[config.mk]
export PLATFORM = sky130hd
export DESIGN_NAME = spi_cmd_engine
export DESIGN_NICKNAME = d
export VERILOG_FILES = /design/src/rtl/spi_cmd_engine.sv
export SDC_FILE = /design/constraint.sdc
export NUM_CORES = 1
export LEC_CHECK = 0
export BUFFER_PORTS_ARGS = -buffer_cell sky130_fd_sc_hd__buf_4
export CAP_MARGIN = 20
export CORE_UTILIZATION = 55
export DETAILED_ROUTE_END_ITERATION = 7
export GPL_ROUTABILITY_DRIVEN = 0
export PLACE_DENSITY = 0.82
export SYNTH_ARGS = -nofsm -noshare
export SYNTH_HDL_FRONTEND = slang
export SYNTH_SLANG_ARGS = --single-unit
[constraint.sdc]
create_clock -name clk -period 3.8 [get_ports clk]
set_input_delay 0.76 -clock clk [delete_from_list [all_inputs] [get_ports clk]]
set_output_delay 0.76 -clock clk [all_outputs]
set_load 0.005 [all_outputs]
[src/rtl/spi_cmd_engine.sv]
module spi_cmd_engine #(
  parameter int HALF_DIV = 2,
  parameter int DEPTH    = 8,
  parameter int MAX_TX   = 8
) (
  input  logic       clk,
  input  logic       rst_n,
  input  logic [3:0] bus_addr,
  input  logic       bus_wr,
  input  logic       bus_rd,
  input  logic [7:0] bus_wdata,
  output logic [7:0] bus_rdata,
  output logic       spi_cs_n,
  output logic       spi_sck,
  output logic       spi_mosi,
  input  logic       spi_miso
);
  localparam int PW = $clog2(DEPTH);
  localparam int DW = $clog2(HALF_DIV) + 1;

  logic [7:0]    opcode_q, count_q, txsr_q, rxsr_q;
  logic [7:0]    fifo_q [DEPTH];
  logic [PW-1:0] ptr_q;
  logic          busy_q, sck_q, cs_n_q;
  logic [2:0]    bit_q;
  logic [4:0]    byte_q;
  logic [DW-1:0] div_q;

  logic [3:0] n_tx, n_rx;
  logic [4:0] last_byte, next_byte;
  logic [7:0] next_tx, rx_byte;
  logic       tick, wr_op, wr_cnt, wr_ctl, start, ptr_clr, wr_dat, rd_dat, rx_store;

  assign n_tx      = (count_q[3:0] > 4'(MAX_TX)) ? 4'(MAX_TX) : count_q[3:0];
  assign n_rx      = (n_tx == 4'd0 && count_q[7:4] != 4'd0) ? count_q[7:4] - 4'd1 : count_q[7:4];
  assign last_byte = {1'b0, n_tx} + {1'b0, n_rx};
  assign next_byte = byte_q + 5'd1;
  assign next_tx   = (next_byte <= {1'b0, n_tx}) ? fifo_q[PW'(byte_q)] : 8'h00;
  assign rx_byte   = {rxsr_q[6:0], spi_miso};
  assign tick      = (div_q == DW'(HALF_DIV - 1));

  assign wr_op   = bus_wr && bus_addr == 4'h0 && !busy_q;
  assign wr_cnt  = bus_wr && bus_addr == 4'h1 && !busy_q;
  assign wr_ctl  = bus_wr && bus_addr == 4'h2;
  assign start   = wr_ctl && bus_wdata[0] && !busy_q;
  assign ptr_clr = wr_ctl && bus_wdata[4];
  assign wr_dat  = bus_wr && bus_addr == 4'hC && !busy_q;
  assign rd_dat  = bus_rd && bus_addr == 4'hC;
  assign rx_store = busy_q && tick && !sck_q && bit_q == 3'd7 && byte_q > {1'b0, n_tx};

  assign spi_cs_n = cs_n_q;
  assign spi_sck  = sck_q;
  assign spi_mosi = txsr_q[7];

  always_comb begin
    case (bus_addr)
      4'h0:    bus_rdata = opcode_q;
      4'h1:    bus_rdata = count_q;
      4'h2:    bus_rdata = {7'b0, busy_q};
      4'h3:    bus_rdata = {busy_q, 7'b0};
      4'hC:    bus_rdata = fifo_q[ptr_q];
      4'hD:    bus_rdata = {{(8-PW){1'b0}}, ptr_q};
      default: bus_rdata = 8'h00;
    endcase
  end

  always_ff @(posedge clk or negedge rst_n) begin
    if (!rst_n) begin
      opcode_q <= 8'h00;
      count_q  <= 8'h00;
      ptr_q    <= '0;
    end else begin
      if (wr_op)  opcode_q <= bus_wdata;
      if (wr_cnt) count_q  <= bus_wdata;
      if (ptr_clr)              ptr_q <= '0;
      else if (wr_dat || rd_dat) ptr_q <= ptr_q + 1'b1;
    end
  end

  always_ff @(posedge clk) begin
    if (wr_dat)        fifo_q[ptr_q] <= bus_wdata;
    else if (rx_store) fifo_q[PW'(byte_q - 5'd1)] <= rx_byte;
  end

  always_ff @(posedge clk or negedge rst_n) begin
    if (!rst_n) begin
      busy_q <= 1'b0;
      cs_n_q <= 1'b1;
      sck_q  <= 1'b0;
      div_q  <= '0;
      bit_q  <= 3'd0;
      byte_q <= 5'd0;
      txsr_q <= 8'h00;
      rxsr_q <= 8'h00;
    end else if (start) begin
      busy_q <= 1'b1;
      cs_n_q <= 1'b0;
      sck_q  <= 1'b0;
      div_q  <= '0;
      bit_q  <= 3'd0;
      byte_q <= 5'd0;
      txsr_q <= opcode_q;
    end else if (busy_q) begin
      if (!tick) begin
        div_q <= div_q + 1'b1;
      end else begin
        div_q <= '0;
        if (!sck_q) begin
          sck_q  <= 1'b1;
          rxsr_q <= rx_byte;
        end else begin
          sck_q <= 1'b0;
          bit_q <= bit_q + 3'd1;
          if (bit_q != 3'd7) begin
            txsr_q <= {txsr_q[6:0], 1'b0};
          end else if (byte_q == last_byte) begin
            busy_q <= 1'b0;
            cs_n_q <= 1'b1;
          end else begin
            byte_q <= next_byte;
            txsr_q <= next_tx;
          end
        end
      end
    end
  end
endmodule

==> out/results.txt <==
Fraction of layout cells with a size suffix above 1: 26.9%
Min-delay worst type: in -> async
Drt drc: 0
Most used flip-flop cell after synthesis: edfxtp_1
DR pass1 iterations: 5
CTS Sinks: 111
Detail Route Antenna Nets: 0
CTS tree: yes
DIE AREA: 11300 µm²
Width of the die: 106 µm
Syn-to-layout area delta: 8.89%
Clk slew on worst S/H paths: 0.11 ns
Mapped Avg Cell Area: 13.2 µm²
LEAKAGE: 2.47 nW
Initial DRC Count: 407
Final hold violation count: 0
Arrival time worst endpoint: 2.74 ns
Worst skew pair latency: 0.38 ns
Antenna diodes: 0
Max-slew headroom: 40.5%
Mapped Cells: 453
Cts bufs inserted: 9
Final Skew: 0.0106 ns
Initial core utilization: 57.3%
Post-CTS Setup Inserts: 0
Longest Clk Path Bufs: 2
Crit-path max FO: 17
Worst r2r src: count_q[3]
GR Overflow Total: 0
Rows: 37
Startpoint Class: flop
# hold bufs at CTS: 0
Largest net degree at the start of global routing: 48
Max-cap viol count: 0
Die Height: 106 µm
Max IR drop VDD: 0.384 mV
Yosys cell types: 53
Port Buffers: 27
WL/cell: 22.4 µm
Post-Route Setup TNS: 0 ns
Fillers: 816
Post-Route Utilization: 62.4%
Synth Cell Area: 6000 µm²
Status: completed
Initial antenna violation count: 0
Number of vias per cell: 6.42
Vias in the first global route: 4050
Fmax: 0.286 GHz
Share of async-settable or async-resettable flops after synthesis: 42.3%
Register bit count reported by yosys: 111
Commonest non-fill, non-tap cells in the layout: edfxtp_1 (64), dfrtp_1 (46), buf_4 (40)
Minimum clock period: 3.50 ns
PwrDens: 648 nW/µm²
CORE AREA: 10500 µm²
Worst setup path startpoint: ptr_q[0]
Synth warn: 0
Total power: 0.00423 W
Via Count: 3978
RSZ-0062 raised after global routing: no
Global-route wire length before repair: 22.0 mm
Crit. End Element: output pin
Fin crit share: 92.1%
Max-slew violation count: 0
GR Util All Layers: 26.6%
Post-synth EDFFs: 64
Commonest non-fill, non-tap cell in the layout: edfxtp_1
H-tree levels: 3
Post_cts resized: 0
I/O pin cnt: 28
Nets: 516
Measured slew at the worst slew-check pin: 0.892 ns
Sequential element share of the synthesized area: 51.7%
Crit path required time: 3.04 ns
Critical path type: reg -> out
Post-DP HPWL: 10.0 mm
Syn Nets: 489
CTS root buf: clkbuf_8
Final setup fails: 0
Drt total wl: 13.9 mm
-- registers in the layout (all words and copies together) (netlist names) --
signal and cells:
opcode_q 8, bit_q 3, byte_q 5, spi_sck 1, ptr_q 3, count_q 8, fifo_q 64, txsr_q 8
rxsr_q 7, div_q 2, busy_q 1, spi_cs_n 1
-- layer usage --
| layer | share of wire [%] | up-vias | global-route usage (%) | routed length (µm) |
|---|---|---|---|---|
| met2 | 50 | 180 | 44.1 | 6910 |
| met4 | 2.4 | 0 | 9.20 | 327 |
| met1 | 40 | 1990 | 35.1 | 5510 |
| met3 | 8.3 | 27 | 5.09 | 1150 |
| li1 | - | 1781 | - | - |
| met5 | 0 | - | 0 | 0 |
-- Yosys cell counts (3+ instances only) --
cell type,instances,area [µm²]
o22ai_1,3,18.8
buf_4,3,22.5
o21ai_0,10,50.1
mux2_2,32,360
mux4_2,32,721
nor2_1,25,93.8
nor3_1,5,25.0
nand4_1,4,25.0
buf_2,6,30.0
a21oi_1,23,115
and3_1,4,25.0
inv_1,21,78.8
o32ai_1,9,78.8
clkbuf_1,11,41.3
dfrtp_1,46,1150
mux2i_1,21,210
nor2b_1,6,37.5
xnor2_1,8,70.1
a221oi_1,3,26.3
o311ai_1,6,52.6
edfxtp_1,64,1920
nand3b_1,3,22.5
nand3_1,14,70.1
xor2_1,5,43.8
ha_1,18,225
nand2b_1,5,31.3
nand2_1,34,128
-- power by group --
part           leakage [nW]  internal (W)  total [W]  switching [W]
Combinational          1.20      0.000866    0.00183       0.000961
Sequential             1.18       0.00147    0.00172       0.000251
Clock                0.0950      0.000252   0.000683       0.000431
-- critical path, stage by stage, from the launching register on --
cell and delay, ns:
dfrtp_1 0.94, mux4_2 0.60, mux2i_1 0.31, nor2_1 0.10, a21oi_1 0.14, a21oi_1 0.11, buf_4 0.17
-- cell families after synthesis --
group | after synthesis | synth area share, %
flops | 111 | 51.7
simple gates | 107 | 8.64
mux | 85 | 21.5
compound gates | 72 | 8.39
buf+inv | 45 | 3.38
fa+ha+maj | 19 | 4.09
xor+xnor | 14 | 2.27
-- per-stage QoR --
stage               area, µm²  setup WS, ns  hold WS [ns]  instances
finish                   6530         0.300         0.382        620
global route             6530         0.146         0.434        620
CTS                      6530         0.318         0.406        620
detailed placement       6340         0.518         0.491        605
global placement         6340         0.698         0.491        605
floorplan                6000         0.694         0.464        453
-- cell type report --
cell class / instances / area [µm²] / area share [%]
clock buffers: 9 / 124 / 1.90
clock inverters: 6 / 62.6 / 0.958
inverters: 21 / 78.8 / 1.21
multi-input cells: 297 / 2690 / 41.3
flip-flops and latches: 111 / 3100 / 47.5
well taps: 136 / 170 / 2.61
repair buffers: 40 / 300 / 4.60
-- worst paths after layout --
path | end | slack [ns] | cells after the start
min in group clk | spi_cs_n | 0.51 | 2
max | bus_rdata[6] | 0.30 | 6
min reg2reg | spi_cs_n | 0.51 | 2
min | byte_q[4] | 0.38 | 1
max in group asynchronous | opcode_q[0] | 3.01 | 1
max reg2reg | txsr_q[1] | 0.47 | 10
(Power assumes the default switching activity.)
